`src/rtl/st64_pkg.sv`:
```
package st64_pkg;
    localparam int DW_BITS   = 64;
    localparam int N_DW      = 8;
    localparam int ACC_BITS  = 32;
    localparam int IDX_BITS  = 5;
    localparam int ALIGN_LSB = 6;
    localparam int SP_LSB    = 4;
    localparam int PAY_BITS  = DW_BITS * N_DW;
    localparam logic [IDX_BITS-1:0] ZERO_IDX = '1;

    typedef enum logic [1:0] {
        FLT_NONE     = 2'd0,
        FLT_ILLEGAL  = 2'd1,
        FLT_SP_ALIGN = 2'd2,
        FLT_MISALIGN = 2'd3
    } fault_e;

    typedef enum logic [2:0] {
        S_IDLE, S_FAULT, S_REQ, S_WAIT, S_DONE
    } state_e;
endpackage

```
`src/rtl/st64_check.sv`:
```
module st64_check
    import st64_pkg::*;
(
    input  logic                feat_en,
    input  logic [IDX_BITS-1:0] rt,
    input  logic [IDX_BITS-1:0] rn,
    input  logic [DW_BITS-1:0]  base_gpr,
    input  logic [DW_BITS-1:0]  sp,
    output logic [DW_BITS-1:0]  addr,
    output logic                tag_check,
    output fault_e              fault
);
    logic use_sp;
    logic bad_rt;

    assign use_sp    = (rn == ZERO_IDX);
    assign bad_rt    = (rt[4:3] == 2'b11) || rt[0];
    assign addr      = use_sp ? sp : base_gpr;
    assign tag_check = !use_sp;

    always_comb begin
        if (!feat_en || bad_rt)
            fault = FLT_ILLEGAL;
        else if (use_sp && (sp[SP_LSB-1:0] != '0))
            fault = FLT_SP_ALIGN;
        else if (addr[ALIGN_LSB-1:0] != '0)
            fault = FLT_MISALIGN;
        else
            fault = FLT_NONE;
    end
endmodule

```
`src/rtl/st64_pack.sv`:
```
module st64_pack
    import st64_pkg::*;
(
    input  logic [PAY_BITS-1:0] src_regs,
    input  logic [ACC_BITS-1:0] accdata,
    input  logic                big_endian,
    output logic [PAY_BITS-1:0] payload
);
    localparam int NBYTES = DW_BITS / 8;

    logic [PAY_BITS-1:0] merged;
    assign merged = {src_regs[PAY_BITS-1:ACC_BITS], accdata};

    for (genvar d = 0; d < N_DW; d++) begin : g_dw
        logic [DW_BITS-1:0] word;
        logic [DW_BITS-1:0] swapped;
        assign word = merged[d*DW_BITS +: DW_BITS];
        for (genvar b = 0; b < NBYTES; b++) begin : g_byte
            assign swapped[b*8 +: 8] = word[(NBYTES-1-b)*8 +: 8];
        end
        assign payload[d*DW_BITS +: DW_BITS] = big_endian ? swapped : word;
    end
endmodule

```
`src/rtl/st64_issue_unit.sv`:
```
module st64_issue_unit
    import st64_pkg::*;
(
    input  logic                clk,
    input  logic                rst_n,
    input  logic                op_start,
    input  logic [4:0]          op_rs,
    input  logic [4:0]          op_rt,
    input  logic [4:0]          op_rn,
    input  logic                big_endian,
    input  logic                feat_en,
    input  logic [511:0]        src_regs,
    input  logic [31:0]         accdata,
    input  logic [63:0]         base_gpr,
    input  logic [63:0]         sp,
    output logic                busy,
    output logic                fault_valid,
    output logic [1:0]          fault_code,
    output logic                mem_req_valid,
    input  logic                mem_req_ready,
    output logic [63:0]         mem_req_addr,
    output logic [511:0]        mem_req_data,
    output logic                mem_req_tag_check,
    input  logic                mem_rsp_valid,
    input  logic [63:0]         mem_rsp_status,
    output logic                wb_valid,
    output logic [4:0]          wb_idx,
    output logic [63:0]         wb_data,
    output logic                op_done
);
    state_e              state_q, state_d;
    fault_e              chk_fault;
    fault_e              fault_q;
    logic [DW_BITS-1:0]  chk_addr, addr_q, status_q;
    logic                chk_tag, tag_q;
    logic [PAY_BITS-1:0] pay, pay_q;
    logic [IDX_BITS-1:0] rs_q;
    logic                accept;

    st64_check u_check (
        .feat_en   (feat_en),
        .rt        (op_rt),
        .rn        (op_rn),
        .base_gpr  (base_gpr),
        .sp        (sp),
        .addr      (chk_addr),
        .tag_check (chk_tag),
        .fault     (chk_fault)
    );

    st64_pack u_pack (
        .src_regs   (src_regs),
        .accdata    (accdata),
        .big_endian (big_endian),
        .payload    (pay)
    );

    assign accept = (state_q == S_IDLE) && op_start;

    always_ff @(posedge clk or negedge rst_n) begin
        if (!rst_n) state_q <= S_IDLE;
        else        state_q <= state_d;
    end

    always_ff @(posedge clk or negedge rst_n) begin
        if (!rst_n) begin
            fault_q  <= FLT_NONE;
            addr_q   <= '0;
            tag_q    <= 1'b0;
            pay_q    <= '0;
            rs_q     <= '0;
            status_q <= '0;
        end else begin
            if (accept) begin
                fault_q <= chk_fault;
                addr_q  <= chk_addr;
                tag_q   <= chk_tag;
                pay_q   <= pay;
                rs_q    <= op_rs;
            end
            if (state_q == S_WAIT && mem_rsp_valid)
                status_q <= mem_rsp_status;
        end
    end

    always_comb begin
        state_d = state_q;
        unique case (state_q)
            S_IDLE:  if (op_start) state_d = (chk_fault != FLT_NONE) ? S_FAULT : S_REQ;
            S_FAULT: state_d = S_IDLE;
            S_REQ:   if (mem_req_ready) state_d = S_WAIT;
            S_WAIT:  if (mem_rsp_valid) state_d = S_DONE;
            S_DONE:  state_d = S_IDLE;
            default: state_d = S_IDLE;
        endcase
    end

    always_comb begin
        busy              = (state_q != S_IDLE);
        fault_valid       = (state_q == S_FAULT);
        fault_code        = (state_q == S_FAULT) ? fault_q : FLT_NONE;
        mem_req_valid     = (state_q == S_REQ);
        mem_req_addr      = addr_q;
        mem_req_data      = pay_q;
        mem_req_tag_check = tag_q;
        op_done           = (state_q == S_DONE);
        wb_valid          = (state_q == S_DONE) && (rs_q != ZERO_IDX);
        wb_idx            = rs_q;
        wb_data           = status_q;
    end
endmodule

```
`config.mk`:
```
export PLATFORM = sky130hd
export DESIGN_NAME = st64_issue_unit
export DESIGN_NICKNAME = d
export VERILOG_FILES = /design/src/rtl/st64_pkg.sv /design/src/rtl/st64_check.sv /design/src/rtl/st64_pack.sv /design/src/rtl/st64_issue_unit.sv
export SDC_FILE = /design/constraint.sdc
export NUM_CORES = 1
export LEC_CHECK = 0
export BUFFER_PORTS_ARGS = -buffer_cell sky130_fd_sc_hd__clkbuf_2
export CELL_PAD_IN_SITES_DETAIL_PLACEMENT = 1
export CELL_PAD_IN_SITES_GLOBAL_PLACEMENT = 2
export CORE_AREA = 2 2 549 551
export DETAILED_ROUTE_END_ITERATION = 8
export DIE_AREA = 0 0 551 553
export HOLD_SLACK_MARGIN = 0.08
export PLACE_DENSITY = 0.4
export SETUP_SLACK_MARGIN = 0.4
export SKIP_CTS_REPAIR_TIMING = 1
export SLEW_MARGIN = 40
export SYNTH_ARGS = -nofsm -noshare
export SYNTH_HDL_FRONTEND = slang
export SYNTH_SLANG_ARGS = --single-unit
```
`constraint.sdc`:
```
create_clock -name clk -period 2 [get_ports clk]
set_input_delay 0.4 -clock clk [delete_from_list [all_inputs] [get_ports clk]]
set_output_delay 0.4 -clock clk [all_outputs]
set_load 0.1 [all_outputs]
```
**Word level (Yosys, flattened, before mapping)**

Index checks and enable logic that the tools add are counted.

- Equality and inequality tests: 10
- Muxes and demuxes: 18
- Reduce and logical (&&, ||, !) cells: 14

Operators with widths:

| operator | number |
|---|---|
| $mux W64 | 9 |
| $mux W2 | 5 |
| $mux W3 | 3 |
| $pmux W3 S3 | 1 |
| $eq A3 B2 Y1 const B | 2 |
| $reduce_bool A6 Y1 | 1 |
| $eq A5 B5 Y1 const B | 1 |
| $ne A5 B5 Y1 const B | 1 |
| $logic_and A1 B1 Y1 | 4 |
| $ne A2 B2 Y1 const B | 2 |
| $reduce_bool A4 Y1 | 1 |
| $eq A3 B1 Y1 const B | 1 |
| $eq A3 B3 Y1 const B | 1 |
| $logic_not A3 Y1 | 1 |
| $reduce_and A3 Y1 | 1 |
| $reduce_bool A3 Y1 | 1 |
| $eq A2 B2 Y1 const B | 1 |
| $logic_not A1 Y1 | 2 |
| $logic_or A1 B1 Y1 | 2 |
| $ne A2 B1 Y1 const B | 1 |
| $reduce_bool A2 Y1 | 1 |

- Register bits after elaboration: 651
- Input bits: 758
- Output and inout bits: 653
- Logic and storage cells: 49

**Depth between registers and ports, before layout**

Gate-level depths: netlist of the first run.

- Depth in word-level cells: 10
- Depth in mapped cells: 8
- Gate-level depth less buffers: 4

**Hierarchy**

Synthesis of the first run repeated with hierarchy kept, for this count alone.

- Cells, all modules: 2,051
- Area total of the unflattened synthesis: 32,232.2 um^2

By module, submodules not included:

| module | times used | cells an instance | area each (um^2) | seq. area each (um^2) |
|---|---|---|---|---|
| st64_issue_unit | 1 | 1,395 | 24,832.6 | 16,290.6 |
| st64_pack | 1 | 569 | 6,408.6 | 0.0 |
| st64_check | 1 | 87 | 991.0 | 0.0 |

**Worst setup path after synthesis of the first run**

OpenSTA, ideal clock, no wires.

- Path kind: register to output
- Start point: register state_q[1]
- End point: output port fault_code[0]
- Arrival: 3.821 ns
- Data required time: 1.600 ns
- Slack: -2.221 ns
- Cell stages (with the launch flop): 4
- Path buffers: 1
- Path through: dfrtp_1 clkbuf_1 nor3b_1 and2_1

- Word-level cells in the longest chain between the ends: 2

Ends and longest elaborated chain:

| element | line | source |
|---|---|---|
| start: declaration | st64_issue_unit.sv:31 | `state_e state_q, state_d;` |
| start signal: assignment | st64_issue_unit.sv:62 | `else state_q <= state_d;` |
| $eq A3 B1 Y1 | - |  |
| net fault_valid | st64_issue_unit.sv:17 | `output logic fault_valid,` |
| $mux W2 | st64_issue_unit.sv:101 | `fault_code = (state_q == S_FAULT) ? fault_q : FLT_NONE;` |
| end: declaration | st64_issue_unit.sv:18 | `output logic [1:0] fault_code,` |

The timed path passes the listed nets, and every way through them passes these cells.

**Worst setup path in the final report of the first run**

- Start point: register state_q[2]
- End point: output port fault_code[0]

- Word-level cells in the longest chain between the ends: 2

Ends and longest elaborated chain:

| element | line |
|---|---|
| $eq A3 B1 Y1 | st64_issue_unit.sv:101 |
| $mux W2 | st64_issue_unit.sv:101 |

Every way passes these cells.

==> qor.txt, run 1 <==
vias in the first global route: 28600
Placer Congestion: 0.809
dpl cell area: 42100 µm²
grt ovf: 0
Detailed Place HPWL: 165000 µm
clk slew on worst S/H paths: 0.06 ns
register area share after synthesis: 55.3%
Yosys top cell area share: 55.3%
largest net degree at the start of global routing: 136
Area contributors post-synth: dfrtp_1 55%, mux2i_1 20%, o21ai_1 9.7%
most frequent cells in the layout: 957 x dlygate4sd3_1, 723 x clkbuf_2, 668 x buf_12
Slew @ Worst Pin: 0.756 ns
Worst Hold Launch: src_regs[231]
worst hold path depth: 3
Worst R2R Start: state_q[0]
DR pass1 iterations: 5
setup ws final: -0.433 ns
failing checks: negative setup slack
Vert. Die Dim: 553 µm
Final Net Count: 6037
TritonCTS Buffers: 97
CP Capture Type: output pin
total routed wirelength: 209000 µm
CP delay by family, top: simple AND/OR/NAND/NOR gates
crit share post-route: 122%
Crit path required time: 1.60 ns
max-cap viol count: 0
chip width: 551 µm
crit-path max FO: 6
Syn Inst Count: 2702
Routed Antenna Nets: 0
Via density: 3.36
worst skew pair latency: 0.82 ns
final setup vio count: 436
total die area: 305000 µm²
core area: 299000 µm²
initial antenna violation count: 102
1st-iter DRT viols: 1079
port bufs: 1376
Root Buffer: clkbuf_16
Cell Area, Synth: 29500 µm²
warnings from Yosys: 0
syn avg cell area: 10.9 µm²
vias post-DR: 31500
final routed DRC violation total: 0
CP max-delay cell: dfrtp_2
#FFs+latches synth: 651
clock tree sinks: 651
worst reg-to-reg path cell count: 6
P_leak: 30.9 nW
Rows: 201
CTS tree: done
VDD IR max: 0.000561 V
Max Transition Viols Final: 0
wire length of the first global-routing pass: 259000 µm
RSZ-0062 raised after global routing: yes
Max-Slew Margin vs Limit: 49.6%
Max Root-Sink Buffers: 4
Highest Clock Rate: 411 MHz
syn_nets: 3460
worst path bufs/invs: 2
synthesis-to-finish area growth: 126%
synth unique cells: 31
pre-CTS setup slack: 0.00612 ns
layout cells sized above 1: 38.6%
final worst path period need: 2.43 ns
startpoint types: flip-flop
Yosys top cell by area: dfrtp_1
leading cell type in the layout, fill and taps excluded: dlygate4sd3_1
CTS H-Tree Depth: 3
run status: finished with violations
critical path depth in cells: 4
GRT Total Usage: 12.4%
Starting Density: 9.86%
CP startpoint: state_q[2]
CP cell instances: buf_6 -> nor3b_4 -> and2_4 -> buf_12
IO Pins: 1411
crit-path max cell delay: 0.41 ns
PwrDens: 987 nW/µm²
Hold Slack: 0.0796 ns
worst hold-check path type: in2reg
flop-to-flop setup slack: -0.21 ns
critical path class: reg2out
WL per Instance: 22.3 µm
Crit path arrival time: 2.03 ns
Final Hold Vio Count: 0
Final Skew: 0.0824 ns
Design Area, Final: 66400 µm²
-- path summary, 6_finish.rpt --
check                               endpoint
max                            fault_code[0]
min                        mem_req_data[223]
max reg2reg                mem_req_data[406]
min reg2reg                 mem_req_data[16]
max in group asynchronous  mem_req_data[429]
min in group asynchronous  mem_req_data[256]
-- routing by layer --
metal / GRT usage, % / routed length, µm / vias up
met4: 2.59 / 6010 / 40
met1: 12.5 / 76100 / 15400
met5: 0 / 251 / -
li1: - / - / 14600
met2: 22.3 / 106000 / 1142
met3: 6.68 / 20400 / 295
-- synthesized netlist by cell type --
master and number:
nand2_1 602, o31ai_1 1, buf_6 69, nand4_1 1, inv_1 2, and2_1 2
or4b_4 1, clkbuf_1 110, nor4b_1 1, or3_1 1, o21ai_1 569, and3_1 1
o21ai_2 7, buf_4 1, nand3_1 2, nor2_1 5, a32o_1 1, nor4_1 2
nor3b_1 2, buf_1 4, o21a_1 1, dfrtp_1 651, nor3_1 1, a211oi_1 1
nand3b_1 1, a31oi_1 1, buf_2 18, mux2i_1 578, or3b_2 1, mux2_2 64
o22a_1 1
-- flip-flops by register name, summed over array words and instances, names as in the netlist --
name and count:
mem_req_addr 64, mem_req_tag_check 1, state_q 3, mem_req_data 512, wb_data 64, wb_idx 5
fault_q 2
-- area by class of cell --
type / count / area, µm²
fillers: 33900 / 232000
repair buffers: 2680 / 29600
flip-flops and latches: 651 / 16400
multi-input cells: 1847 / 12200
well taps: 3958 / 4950
clock buffers: 149 / 2890
clock inverters: 22 / 288
diodes: 51 / 128
inverters: 2 / 7.51
-- stage by stage --
step	TNS [ns]	utilization, %	std cells	total power [mW]
2_1_floorplan	-0.911	-	2702	32.6
3_3_place_gp	0	14.1	8009	38.9
3_5_place_dp	0	14.1	8009	39.0
4_1_cts	-101.88	15.2	8180	57.3
5_1_grt	-45.19	22.2	9337	68.2
6_report	-30.21	22.2	9360	65.6
-- power by group --
part | switching (mW) | internal (mW) | leakage, nW | total [mW]
Combinational | 19.6 | 11.1 | 21.3 | 30.7
Sequential | 2.25 | 15.0 | 8.05 | 17.3
Clock | 7.16 | 10.4 | 1.56 | 17.6
Total | 29.0 | 36.6 | 30.9 | 65.6
-- cell families after synthesis --
kind of cell	share of synthesized area, %
flops	55.3
simple gates	8.12
compound gates	10.0
buf+inv	4.45
mux	22.1
-- worst reg2reg max path: stages, from the launching register on --
cell and delay (ns):
dfrtp_1 0.40, buf_4 0.14, or4b_4 0.61, buf_4 0.19, buf_12 0.18, nand2_1 0.38
o21ai_1 0.08
Power figures use the tool's default switching activity.
==> run 2: changes to the inputs <==
- BUFFER_PORTS_ARGS: -buffer_cell sky130_fd_sc_hd__clkbuf_2 -> -buffer_cell sky130_fd_sc_hd__buf_2
==> qor.txt, run 2 (synthesized netlist as in run 1, its figures left out) <==
run status: finished with violations
failing checks: negative setup slack
Rows: 201
Crit path required time: 1.60 ns
setup TNS: -37.39 ns
final worst path period need: 2.43 ns
port bufs: 1376
wire length of the first global-routing pass: 262000 µm
WL per Instance: 22.1 µm
final setup vio count: 419
CTS tree: done
Via density: 3.34
crit-path max FO: 5
critical path class: reg2out
Final Net Count: 5936
largest net degree at the start of global routing: 113
grt ovf: 0
met3 wire length: 19900 µm
crit share post-route: 122%
vias in the first global route: 28700
final routed DRC violation total: 0
VDD IR max: 0.000627 V
Max Root-Sink Buffers: 4
Hold Slack: 0.105 ns
worst hold path depth: 4
DR pass1 iterations: 5
Placer Congestion: 0.805
IO Pins: 1411
met2 wire length: 101000 µm
max reg flops: 512
initial antenna violation count: 113
CP delay by family, top: flip-flops
Top Metal Used: met5
leading cell type in the layout, fill and taps excluded: buf_2
worst skew pair latency: 0.82 ns
Starting Density: 9.86%
crit-path max cell delay: 0.41 ns
critical path depth in cells: 3
clock tree sinks: 651
multi-input combinational cell area: 11900 µm²
GRT Total Usage: 12.5%
PwrDens: 1030 nW/µm²
RSZ-0062 raised after global routing: yes
layout cells sized above 1: 35.8%
most frequent cells in the layout: 1186 x buf_2, 967 x dlygate4sd3_1, 615 x dfrtp_1
Root Buffer: clkbuf_16
Crit path arrival time: 2.03 ns
core area: 299000 µm²
TritonCTS Buffers: 101
Design Area, Final: 58200 µm²
Max-Slew Margin vs Limit: 60.0%
P_leak: 27.9 nW
worst path bufs/invs: 2
dpl cell area: 42000 µm²
CTS H-Tree Depth: 3
worst reg-to-reg path cell count: 6
sequential cell area: 16300 µm²
Cell Count, Final, Fillers Out: 9248
Routed Antenna Nets: 0
Inst Count DP: 8005
CP max-delay cell: dfrtp_2
vias post-DR: 30900
pre-CTS setup slack: -0.0199 ns
Vert. Die Dim: 553 µm
worst hold-check path type: in2reg
Max Transition Viols Final: 0
Final Skew: 0.0546 ns
Highest Clock Rate: 411 MHz
1st-iter DRT viols: 1021
M1 wire length: 77300 µm
startpoint types: flip-flop
total die area: 305000 µm²
CP Capture Type: output pin
Fillers: 34700
clk slew on worst S/H paths: 0.06 ns
Slew @ Worst Pin: 0.604 ns
total routed wirelength: 204000 µm
synthesis-to-finish area growth: 97.6%
CP cell instances: buf_6 -> nor3b_2 -> buf_12
Final Hold Vio Count: 0
Detailed Place HPWL: 166000 µm
chip width: 551 µm
max-cap viol count: 0
setup ws final: -0.430 ns
[run 2: cell types whose count changed in the layout (fill, tap and decap cells not counted), sizes merged]
cell / previous run / this run
bufinv: 4 / 3
clkbuf: 887 / 163
clkinv: 13 / 8
buf: 985 / 1604
inv: 5 / 3
dlygate4sd3: 957 / 967
diode: 51 / 42
[run 2: tightest hold or removal path, cell delays in order]
cell and delay, ns:
buf_2 0.13, mux2i_1 0.08, buf_4 0.14, o21ai_1 0.10
[run 2: area by class of cell]
type                    instances  share of cell area, %
well taps                    3958                   8.51
repair buffers               2575                   37.2
flip-flops and latches        651                   28.1
inverters                       2                 0.0129
clock inverters                14                  0.340
clock buffers                 159                   5.20
diodes                         42                  0.181
multi-input cells            1847                   20.5
[run 2: worst paths after layout]
kind	from	end	slack (ns)
min reg2reg	mem_req_data[142]	mem_req_data[142]	0.47
min	src_regs[152]	mem_req_data[152]	0.10
max	state_q[2]	mem_req_valid	-0.43
max reg2reg	state_q[0]	mem_req_data[264]	-0.24
max in group asynchronous	rst_n	mem_req_data[318]	0.89
min in group asynchronous	rst_n	mem_req_data[470]	0.33
[run 2: metrics by stage]
stage               power [mW]  utilization (%)
finish                    60.1             19.5
global route              62.8             19.5
CTS                       57.5             15.1
detailed placement        38.9             14.0
global placement          38.8             14.0
floorplan                 32.6                -
[run 2: layer usage]
layer	global-route usage, %	vias to the layer above
li1	-	14400
met1	12.9	15000
met2	22.3	1126
met3	6.63	312
met5	0	-
met4	2.50	50
[run 2: power breakdown]
part	internal [mW]	switching (mW)
Sequential	15.0	1.42
Combinational	6.49	19.3
Clock	10.7	7.26
==> run 3: changes to the inputs <==
- RECOVER_POWER: unset -> 50
- TNS_END_PERCENT: unset -> 5
==> qor.txt, run 3 (synthesized netlist as in run 1, its figures left out) <==
CP max-delay cell: dfrtp_1
CP Capture Type: output pin
CP startpoint: state_q[0]
crit share post-route: 121%
Via density: 3.33
max reg flops: 512
worst hold-check path type: in2reg
largest net degree at the start of global routing: 88
Max-Slew Margin vs Limit: -29.3%
RSZ-0062 raised after global routing: yes
clk slew on worst S/H paths: 0.06 ns
CTS tree: done
Final Hold Vio Count: 0
Routed Antenna Nets: 0
met2 wire length: 96800 µm
Root Buffer: clkbuf_16
wire length of the first global-routing pass: 260000 µm
layout cells sized above 1: 34.9%
initial antenna violation count: 152
Max Transition Viols Final: 23
failing checks: max-capacitance violations, max-slew violations, negative setup slack
IO Pins: 1411
total die area: 305000 µm²
Crit path required time: 1.60 ns
Highest Clock Rate: 412 MHz
GRT Total Usage: 12.5%
final worst path period need: 2.42 ns
synthesis-to-finish area growth: 96.3%
Final Skew: 0.0439 ns
PwrDens: 1040 nW/µm²
Vert. Die Dim: 553 µm
TritonCTS Buffers: 98
clock tree sinks: 651
Crit path arrival time: 2.02 ns
Top Metal Used: met5
Rows: 201
max-cap viol count: 1
dpl cell area: 41900 µm²
Worst R2R Start: state_q[0]
chip width: 551 µm
Starting Density: 9.86%
final setup vio count: 496
flop-to-flop setup slack: -0.07 ns
final routed DRC violation total: 0
critical path class: reg2out
1st-iter DRT viols: 969
grt ovf: 0
port bufs: 1376
Fillers: 34700
CP cell instances: buf_6 -> nor3_4 -> o21a_4 -> buf_12
VDD IR max: 0.000750 V
Detailed Place HPWL: 167000 µm
met3 wire length: 18500 µm
run status: finished with violations
worst skew pair latency: 0.81 ns
crit-path max cell delay: 0.39 ns
Slew @ Worst Pin: 1.94 ns
DR pass1 iterations: 5
startpoint types: flip-flop
Max Root-Sink Buffers: 4
vias in the first global route: 28400
CTS H-Tree Depth: 3
Final Net Count: 5873
M1 wire length: 82100 µm
leading cell type in the layout, fill and taps excluded: buf_2
core area: 299000 µm²
P_leak: 27.6 nW
Placer Congestion: 0.843
Layout Utilization: 19.3%
setup ws final: -0.425 ns
WL per Instance: 22.0 µm
Design Area, Final: 57800 µm²
Worst Hold Launch: src_regs[205]
crit-path max FO: 8
vias post-DR: 30600
total routed wirelength: 203000 µm
most frequent cells in the layout: 1179 x buf_2, 963 x dlygate4sd3_1, 627 x dfrtp_1
## run 3: cell count changes in the layout (fill, tap and decap cells not counted), sizes merged
cell         delta
buf            -57
bufinv          +4
clkbuf         -13
clkinv          +8
clkinvlp        -1
diode          +11
dlygate4sd3     -4
inv             +2
## run 3: report_power, final
part	internal [mW]	total, mW	switching (mW)
Combinational	6.33	25.4	19.1
Clock	10.9	18.1	7.21
Sequential	15.0	16.4	1.34
## run 3: per-stage QoR
step | worst slack [ns] | setup TNS [ns] | cells | total power, mW | hold WS, ns
2_1_floorplan | -0.314 | -0.911 | 2702 | 32.6 | 0.104
3_5_place_dp | -0.0158 | -0.0844 | 7992 | 38.6 | 0.422
3_3_place_gp | -0.00571 | -0.00820 | 7992 | 38.5 | 0.413
6_report | -0.425 | -24.50 | 9198 | 59.9 | 0.0863
5_1_grt | -0.549 | -143.96 | 9174 | 62.6 | 0.0814
4_1_cts | -0.651 | -76.06 | 8164 | 57.3 | -0.505
## run 3: path summary, 6_finish.rpt
kind,depth (start not counted),to
worst max-delay path,4,wb_valid
worst min-delay path,4,mem_req_data[205]
worst max register to register,6,mem_req_data[356]
worst min register to register,2,mem_req_data[253]
max in group asynchronous,4,mem_req_data[447]
min in group asynchronous,2,mem_req_data[101]
## run 3: cell type report
type	count	area, µm²	share of cell area (%)
diodes	53	133	0.229
clock buffers	145	2890	5.00
clock inverters	27	373	0.645
inverters	2	7.51	0.0130
multi-input cells	1847	11900	20.6
flip-flops and latches	651	16300	28.2
well taps	3958	4950	8.57
repair buffers	2515	21200	36.7
## run 3: worst max-delay path: cells and delay by family (launching register included)
kind | cells | cell delay (ns)
flip-flops | 1 | 0.39
buffers and inverters | 2 | 0.31
AND/OR/NAND/NOR | 1 | 0.31
AO/OA/AOI/OAI | 1 | 0.19
## run 3: per-layer routing
metal / global-route usage, % / vias up
met4: 2.14 / 82
li1: - / 14300
met5: 0 / -
met2: 21.4 / 1180
met3: 6.82 / 337
met1: 13.6 / 14800
